### config.mk
export PLATFORM = sky130hd
export DESIGN_NAME = dram_refresh_sched
export DESIGN_NICKNAME = d
export VERILOG_FILES = /design/src/rtl/drs_pkg.sv /design/src/rtl/drs_interval_timer.sv /design/src/rtl/drs_backlog.sv /design/src/rtl/drs_init_seq.sv /design/src/rtl/drs_cbr_engine.sv /design/src/rtl/dram_refresh_sched.sv
export SDC_FILE = /design/constraint.sdc
export NUM_CORES = 1
export LEC_CHECK = 0
export BUFFER_PORTS_ARGS = -buffer_cell sky130_fd_sc_hd__buf_2
export CAP_MARGIN = 15
export CORE_UTILIZATION = 40
export CTS_CLUSTER_DIAMETER = 80
export DETAILED_ROUTE_END_ITERATION = 6
export PLACE_DENSITY = 0.61
export SETUP_SLACK_MARGIN = 0.3
export SYNTH_ARGS = -nofsm -noshare
export SYNTH_HDL_FRONTEND = slang
export SYNTH_SLANG_ARGS = --single-unit
export TNS_END_PERCENT = 10
### constraint.sdc
create_clock -name clk -period 9.55 [get_ports clk]
set_input_delay 0.4775 -clock clk [delete_from_list [all_inputs] [get_ports clk]]
set_output_delay 0.4775 -clock clk [all_outputs]
set_load 0.02 [all_outputs]
### src/rtl/drs_pkg.sv
// Package: shared state types and the time-to-cycle conversion used by the
// refresh scheduler. Assumes times in ns and a clock period in ps.
package drs_pkg;

    typedef enum logic [2:0] {
        ENG_IDLE,
        ENG_REQ,
        ENG_PRE,
        ENG_CSR,
        ENG_RAS,
        ENG_POST
    } eng_state_t;

    typedef enum logic [1:0] {
        PH_PAUSE,
        PH_INIT,
        PH_RUN
    } phase_t;

    // Round a time in ns up to whole clock cycles, never less than one.
    function automatic int unsigned ns_to_cycles(input int unsigned t_ns,
                                                 input int unsigned period_ps);
        int unsigned c;
        c = (t_ns * 1000 + period_ps - 1) / period_ps;
        return (c == 0) ? 1 : c;
    endfunction

    // Larger of two cycle counts.
    function automatic int unsigned cmax(input int unsigned a, input int unsigned b);
        return (a > b) ? a : b;
    endfunction

    // Remaining cycles after a part already spent, never less than zero.
    function automatic int unsigned csub(input int unsigned a, input int unsigned b);
        return (a > b) ? a - b : 0;
    endfunction

endpackage

### src/rtl/drs_interval_timer.sv
// Interval timer: once enabled, it pulses tick every interval_cycles cycles.
// The limit is compared with >= so that a lowered interval takes effect at the
// next expiry. Assumes interval_cycles of 0 means 1.
module drs_interval_timer #(
    parameter int IW = 16
) (
    input  logic          clk,
    input  logic          rst_n,
    input  logic          en,
    input  logic [IW-1:0] interval_cycles,
    output logic          tick
);
    logic [IW-1:0] cnt_q;
    logic [IW-1:0] limit;

    // Last count value of an interval.
    always_comb begin
        limit = (interval_cycles == '0) ? '0 : interval_cycles - 1'b1;
        tick  = en && (cnt_q >= limit);
    end

    // Interval counter, held at zero while disabled.
    always_ff @(posedge clk) begin
        if (!rst_n || !en) begin
            cnt_q <= '0;
        end else if (tick) begin
            cnt_q <= '0;
        end else begin
            cnt_q <= cnt_q + 1'b1;
        end
    end

endmodule

### src/rtl/drs_backlog.sv
// Backlog counter of refreshes that are owed. Timer ticks add to it and
// completed cycles take from it. A tick is kept when the counter is full only
// if a completion frees a slot in the same cycle.
module drs_backlog #(
    parameter int MAX_BACKLOG = 4,
    localparam int BW = $clog2(MAX_BACKLOG + 1)
) (
    input  logic clk,
    input  logic rst_n,
    input  logic tick,
    input  logic dec,
    output logic pending
);
    localparam logic [BW-1:0] FULL = BW'(MAX_BACKLOG);

    logic [BW-1:0] cnt_q;
    logic          take_inc;
    logic          take_dec;

    // Decide which events apply this cycle.
    always_comb begin
        take_dec = dec && (cnt_q != '0);
        take_inc = tick && ((cnt_q != FULL) || take_dec);
        pending  = (cnt_q != '0);
    end

    // Saturating owed-refresh count.
    always_ff @(posedge clk) begin
        if (!rst_n) begin
            cnt_q <= '0;
        end else begin
            case ({take_inc, take_dec})
                2'b10:   cnt_q <= cnt_q + 1'b1;
                2'b01:   cnt_q <= cnt_q - 1'b1;
                default: cnt_q <= cnt_q;
            endcase
        end
    end

endmodule

### src/rtl/drs_init_seq.sv
// Power-up sequencer: counts out the start-up pause, then asks for
// INIT_CYCLES refresh cycles and raises init_done after the last one
// completes. Assumes INIT_CYCLES >= 1 and PAUSE_CYC >= 1.
module drs_init_seq
    import drs_pkg::*;
#(
    parameter int PAUSE_CYC   = 5000,
    parameter int INIT_CYCLES = 8,
    localparam int PW = $clog2(PAUSE_CYC + 1),
    localparam int LW = $clog2(INIT_CYCLES + 1)
) (
    input  logic clk,
    input  logic rst_n,
    input  logic cycle_done,
    output logic want_init,
    output logic init_done
);
    phase_t        phase_q;
    logic [PW-1:0] pause_q;
    logic [LW-1:0] left_q;

    // Request wake-up cycles only in the init phase.
    always_comb begin
        want_init = (phase_q == PH_INIT);
    end

    // Phase progression from pause through init to run.
    always_ff @(posedge clk) begin
        if (!rst_n) begin
            phase_q   <= PH_PAUSE;
            pause_q   <= '0;
            left_q    <= '0;
            init_done <= 1'b0;
        end else begin
            case (phase_q)
                PH_PAUSE: begin
                    if (pause_q == PW'(PAUSE_CYC - 1)) begin
                        phase_q <= PH_INIT;
                        left_q  <= LW'(INIT_CYCLES);
                    end else begin
                        pause_q <= pause_q + 1'b1;
                    end
                end
                PH_INIT: begin
                    if (cycle_done) begin
                        if (left_q == LW'(1)) begin
                            phase_q   <= PH_RUN;
                            init_done <= 1'b1;
                        end
                        left_q <= left_q - 1'b1;
                    end
                end
                default: phase_q <= PH_RUN;
            endcase
        end
    end

endmodule

### src/rtl/drs_cbr_engine.sv
// CAS-before-RAS cycle engine: on want it requests the bus and waits for the
// grant. It precharges with both strobes high, drops CAS, then RAS, holds RAS
// low, then raises both and precharges again before releasing the bus.
// Strobe outputs are registered. Assumes the grant is not withdrawn while
// bus_req is high. Each phase length is at least one cycle.
module drs_cbr_engine
    import drs_pkg::*;
#(
    parameter int C_PRE  = 2,
    parameter int C_CSR  = 1,
    parameter int C_RAS  = 3,
    parameter int C_POST = 2,
    localparam int CMAXV = (C_PRE > C_CSR ? C_PRE : C_CSR) > (C_RAS > C_POST ? C_RAS : C_POST)
                         ? (C_PRE > C_CSR ? C_PRE : C_CSR) : (C_RAS > C_POST ? C_RAS : C_POST),
    localparam int CW = $clog2(CMAXV + 1)
) (
    input  logic clk,
    input  logic rst_n,
    input  logic want,
    input  logic bus_gnt,
    output logic bus_req,
    output logic strobe_en,
    output logic ras_n,
    output logic cas_n,
    output logic done
);
    eng_state_t    state_q, state_d;
    logic [CW-1:0] cnt_q, cnt_d;

    // Next state and phase counter.
    always_comb begin
        state_d = state_q;
        cnt_d   = cnt_q;
        done    = 1'b0;
        case (state_q)
            ENG_IDLE: if (want) state_d = ENG_REQ;
            ENG_REQ: begin
                if (bus_gnt) begin
                    state_d = ENG_PRE;
                    cnt_d   = CW'(C_PRE - 1);
                end
            end
            ENG_PRE: begin
                if (cnt_q == '0) begin
                    state_d = ENG_CSR;
                    cnt_d   = CW'(C_CSR - 1);
                end else begin
                    cnt_d = cnt_q - 1'b1;
                end
            end
            ENG_CSR: begin
                if (cnt_q == '0) begin
                    state_d = ENG_RAS;
                    cnt_d   = CW'(C_RAS - 1);
                end else begin
                    cnt_d = cnt_q - 1'b1;
                end
            end
            ENG_RAS: begin
                if (cnt_q == '0) begin
                    state_d = ENG_POST;
                    cnt_d   = CW'(C_POST - 1);
                end else begin
                    cnt_d = cnt_q - 1'b1;
                end
            end
            ENG_POST: begin
                if (cnt_q == '0) begin
                    state_d = ENG_IDLE;
                    done    = 1'b1;
                end else begin
                    cnt_d = cnt_q - 1'b1;
                end
            end
            default: state_d = ENG_IDLE;
        endcase
    end

    // State register and registered strobe decode.
    always_ff @(posedge clk) begin
        if (!rst_n) begin
            state_q   <= ENG_IDLE;
            cnt_q     <= '0;
            bus_req   <= 1'b0;
            strobe_en <= 1'b0;
            ras_n     <= 1'b1;
            cas_n     <= 1'b1;
        end else begin
            state_q   <= state_d;
            cnt_q     <= cnt_d;
            bus_req   <= (state_d != ENG_IDLE);
            strobe_en <= (state_d != ENG_IDLE) && (state_d != ENG_REQ);
            ras_n     <= (state_d != ENG_RAS);
            cas_n     <= !((state_d == ENG_CSR) || (state_d == ENG_RAS));
        end
    end

endmodule

### src/rtl/dram_refresh_sched.sv
// Top of the refresh scheduler: converts the ns timing parameters into cycle
// counts (rounded up) and ties together the power-up sequencer, the interval
// timer, the backlog and the cycle engine. Assumes bus_gnt answers bus_req and
// stays high until bus_req falls.
module dram_refresh_sched
    import drs_pkg::*;
#(
    parameter int CLK_PERIOD_PS = 20000,
    parameter int T_PAUSE_NS    = 100000,
    parameter int INIT_CYCLES   = 8,
    parameter int T_RAS_NS      = 50,
    parameter int T_RP_NS       = 30,
    parameter int T_RC_NS       = 84,
    parameter int T_CSR_NS      = 12,
    parameter int T_CHR_NS      = 8,
    parameter int T_RPC_NS      = 5,
    parameter int T_WRP_NS      = 12,
    parameter int MAX_BACKLOG   = 4,
    parameter int IW            = 16
) (
    input  logic          clk,
    input  logic          rst_n,
    input  logic [IW-1:0] interval_cycles,
    input  logic          bus_gnt,
    output logic          bus_req,
    output logic          strobe_en,
    output logic          ras_n,
    output logic          cas_n,
    output logic          we_n,
    output logic          init_done
);
    localparam int PAUSE_CYC = ns_to_cycles(T_PAUSE_NS, CLK_PERIOD_PS);
    localparam int C_CSR     = ns_to_cycles(T_CSR_NS, CLK_PERIOD_PS);
    localparam int C_RAS     = cmax(ns_to_cycles(T_RAS_NS, CLK_PERIOD_PS),
                                    ns_to_cycles(T_CHR_NS, CLK_PERIOD_PS));
    localparam int C_RP      = ns_to_cycles(T_RP_NS, CLK_PERIOD_PS);
    localparam int C_POST    = cmax(C_RP, csub(ns_to_cycles(T_RC_NS, CLK_PERIOD_PS), C_RAS));
    localparam int C_PRE     = cmax(cmax(C_RP, ns_to_cycles(T_RPC_NS, CLK_PERIOD_PS)),
                                    csub(ns_to_cycles(T_WRP_NS, CLK_PERIOD_PS), C_CSR));

    logic want_init;
    logic tick;
    logic pending;
    logic cycle_done;
    logic want;

    // Combine the wake-up request with owed refreshes once running.
    always_comb begin
        want = want_init || (init_done && pending);
        we_n = 1'b1;
    end

    drs_init_seq #(
        .PAUSE_CYC  (PAUSE_CYC),
        .INIT_CYCLES(INIT_CYCLES)
    ) u_init (
        .clk       (clk),
        .rst_n     (rst_n),
        .cycle_done(cycle_done),
        .want_init (want_init),
        .init_done (init_done)
    );

    drs_interval_timer #(
        .IW(IW)
    ) u_timer (
        .clk            (clk),
        .rst_n          (rst_n),
        .en             (init_done),
        .interval_cycles(interval_cycles),
        .tick           (tick)
    );

    drs_backlog #(
        .MAX_BACKLOG(MAX_BACKLOG)
    ) u_backlog (
        .clk    (clk),
        .rst_n  (rst_n),
        .tick   (tick),
        .dec    (cycle_done && init_done),
        .pending(pending)
    );

    drs_cbr_engine #(
        .C_PRE (C_PRE),
        .C_CSR (C_CSR),
        .C_RAS (C_RAS),
        .C_POST(C_POST)
    ) u_engine (
        .clk      (clk),
        .rst_n    (rst_n),
        .want     (want),
        .bus_gnt  (bus_gnt),
        .bus_req  (bus_req),
        .strobe_en(strobe_en),
        .ras_n    (ras_n),
        .cas_n    (cas_n),
        .done     (cycle_done)
    );

endmodule

==> impl_metrics.toml <==
[status]
status = "complete, no violations"

[synth]
syn-instance-count = 359
ys_dominant_reg_cell = "dfxtp_1"
syn_area_um2 = 2970
synth_warnings = 0
async_flop_share_pct = 0
yosysUniqueCellTypes = 45
syn_nets = 404
synth_seq_area_share_pct = 32.3
postSynthAreaPerCell_um2 = 8.28
synth_edf_count = 0
ys_seq_elements = 48

[sta]
worst_slew_pin_slew_ns = 0.634
final-hold-violation-count = 0
drv_slew = 0
fin_setup_tns_ns = 0
rsz0062_at_grt = "false"
setup_viol = 0
clock_skew_ns = 0.00687
fin_crit_sh_pct = 43.2
slew_headroom_pct = 57.3
fin_crit_ns = 4.13
fmax_mhz = 242

[global_route]
globalRouteOverflowTotal = 0
grtUsageTotal_pct = 13.8
first_global_vias = 2065
antenna_found_initial = 0
grt_first_pass_wirelength_mm = 8.64
grt_max_degree = 33

[cells_and_area]
regArea_um2 = 961
final_common_cell = "dfxtp_1"
nNetsFinal = 420
num_antenna_cells = 0
multi_input_area_um2 = 1900
final_util_pct = 44.9
areaGrowthSynthToFinish_pct = 9.05
final_cell_mix = "dfxtp_1 (48), nand2_1 (41), nor2_1 (34), ha_1 (25), buf_2 (23)"
fillers = 749
drive_above_1_share_pct = 9.84

[routing]
vias = 2299
antenna_left = 0
wl_met1_mm = 2.68
met3_length_um = 142
avgViaCountPerCell = 4.84
firstDrtPassIters = 4
dr_wl_met2_mm = 2.30
wirelength_mm = 5.16
drc = 0
routedWlPerCell_um = 10.9
drt_first_iter_violations = 91
dr.max_layer_used = "met4"

[critical_path]
start_kind = "input pin"
cp.depth = 14
timing.rr.start = "u_timer.cnt_q[0]"
worstSetupEndpointType = "flip-flop"
criticalPathCategory = "input pin to flip-flop"
crit_slowest_cell = "nand4_1"
endpoint = "u_backlog.cnt_q[2]"
crit_family = "simple AND/OR/NAND/NOR gates"
cp_max_fo = 16
reg2regPathDepth = 11
worstPathRequired_ns = 9.78
r2r-end = "u_backlog.cnt_q[2]"
critPathBufInv = 1
critPathMaxStageDelay_ns = 0.62
crit_arrival_ns = 4.36
crit_top_cell = "mux2i_1"
startpoint = "interval_cycles[5]"
r2r_slack_ns = 6.78
path_cells = "buf_2 -> nor4_1 -> nand4_1 -> and2_1 -> ha_1 -> nand2b_1 -> a2111oi_0 -> or4_1 -> nand3_1 -> nor3_1 -> fa_1 -> and3_1 -> mux2i_1 -> mux2i_1"

[clock_tree]
clock_latency_ns = 0.30
cts-root-buf = "clkbuf_8"
postCtsSetupBuffers = 0
htreeDepth = 2
cts_tree = "built"
numCtsBuffers = 5
clkSinkCount = 48
cts_resized = 0
clockBufferDepth = 2
ctsHoldBuffers = 0
cts.reportedPaths.clkPinSlew_ns = 0.09

[floorplanning]
start_util_pct = 41.2
die_y_um = 88.2
die_area_um2 = 7780
io_pins = 25
die_x_um = 88.2
coreArea_um2 = 7210
std_cell_rows = 31

[run]
max_cap_violations = 0

[placed_design]
hpwl_mm = 3.83
io_buffers = 23
routabilityCongestion = 0.781

[pwr]
cellLeakagePower_nw = 1.32
power_density_nw_per_um2 = 109
ir_drop_v = 0.0000668

[worst_hold_path]
holdCritPathClass = "flip-flop to flip-flop"
==> worst reg2reg max path, stage by stage, from the launching register on <==
cell,delay [ns]
dfxtp_1,0.44
inv_1,0.07
ha_1,0.27
nand2b_1,0.09
a2111oi_0,0.08
or4_1,0.52
nand3_1,0.20
nor3_1,0.11
fa_1,0.40
and3_1,0.18
mux2i_1,0.16
mux2i_1,0.19
==> worst min path at each step <==
stage / start / to / slack, ns / cells past startpoint
after floorplan: u_timer.cnt_q[0] / u_timer.cnt_q[0] / 0.45 / 1
after global placement: u_timer.cnt_q[0] / u_timer.cnt_q[0] / 0.47 / 1
after detailed placement: u_backlog.cnt_q[2] / u_backlog.cnt_q[2] / 0.49 / 2
after CTS: u_backlog.cnt_q[2] / u_backlog.cnt_q[2] / 0.50 / 2
after global routing: u_timer.cnt_q[0] / u_timer.cnt_q[0] / 0.53 / 1
final: u_backlog.cnt_q[2] / u_backlog.cnt_q[2] / 0.50 / 2
==> registers in the layout (all words and copies together), names as in the netlist <==
signal	flops
u_init.pause_q	13
u_engine.cas_n	1
u_init.left_q	4
u_engine.ras_n	1
u_init.phase_q	2
u_init.init_done	1
u_engine.cnt_q	2
u_engine.state_q	3
u_engine.bus_req	1
u_backlog.cnt_q	3
u_timer.cnt_q	16
u_engine.strobe_en	1
==> cell families after synthesis <==
| logic type | count (synthesis) | synth area share (%) |
|---|---|---|
| multiplexers | 8 | 2.69 |
| XOR/XNOR | 38 | 11.2 |
| buffers and inverters | 26 | 3.79 |
| AND/OR/NAND/NOR | 169 | 30.0 |
| flip-flops | 48 | 32.3 |
| other | 1 | 0.126 |
| AO/OA/AOI/OAI | 43 | 8.67 |
| adder cells (fa/ha/maj) | 26 | 11.2 |
==> power breakdown <==
| part | total (mW) | internal (mW) | switching (mW) |
|---|---|---|---|
| registers | 0.202 | 0.201 | 0.000909 |
| clock network | 0.126 | 0.0587 | 0.0677 |
| logic | 0.0239 | 0.0111 | 0.0128 |
| total | 0.352 | 0.271 | 0.0814 |
==> through the flow <==
step           worst slack (ns)  power [mW]  instances  area, um2  hold slack (ns)
6_report                   5.42       0.352        475       3240            0.497
4_1_cts                    5.39       0.360        475       3240            0.499
3_5_place_dp               5.08       0.231        467       3140            0.488
2_1_floorplan              5.82       0.222        359       2970            0.449
3_3_place_gp               5.24       0.230        467       3140            0.474
5_1_grt                    5.01       0.371        475       3240            0.529
==> synth_stat cells (2+ instances only) <==
cell / number / area [um2]
and4_1: 6 / 52.6
mux2i_1: 8 / 80.1
ha_1: 25 / 313
nor3_1: 10 / 50.1
nor4_1: 2 / 12.5
or4_1: 3 / 22.5
o21ai_0: 15 / 75.1
xor2_1: 21 / 184
or2_2: 3 / 18.8
nand2b_1: 11 / 68.8
xnor2_1: 17 / 149
nor2_1: 34 / 128
nor2b_1: 7 / 43.8
o21a_1: 2 / 15.0
and3_1: 6 / 37.5
nand3_1: 15 / 75.1
nand2_1: 41 / 154
a21boi_0: 2 / 15.0
clkbuf_1: 6 / 22.5
buf_4: 2 / 15.0
a21oi_1: 13 / 65.1
a21boi_1: 4 / 30.0
nand4_1: 4 / 25.0
inv_1: 12 / 45.0
and2_1: 14 / 87.6
buf_2: 6 / 30.0
or3_1: 5 / 31.3
dfxtp_1: 48 / 961
==> routing by layer <==
layer / global-route usage (%) / vias up
met3: 2.71 / 6
met5: 0 / -
li1: - / 1251
met2: 23.8 / 27
met4: 3.96 / 0
met1: 17.4 / 1015
==> area by class of cell <==
class                           instances  area share (%)
Clock inverter                          2           0.463
Multi-Input combinational cell        285            58.6
Tap cell                               99            3.82
Timing Repair Buffer                   23            3.55
Clock buffer                            6            2.55
Sequential cell                        48            29.6
Inverter                               12            1.39
(Power assumes the default switching activity.)
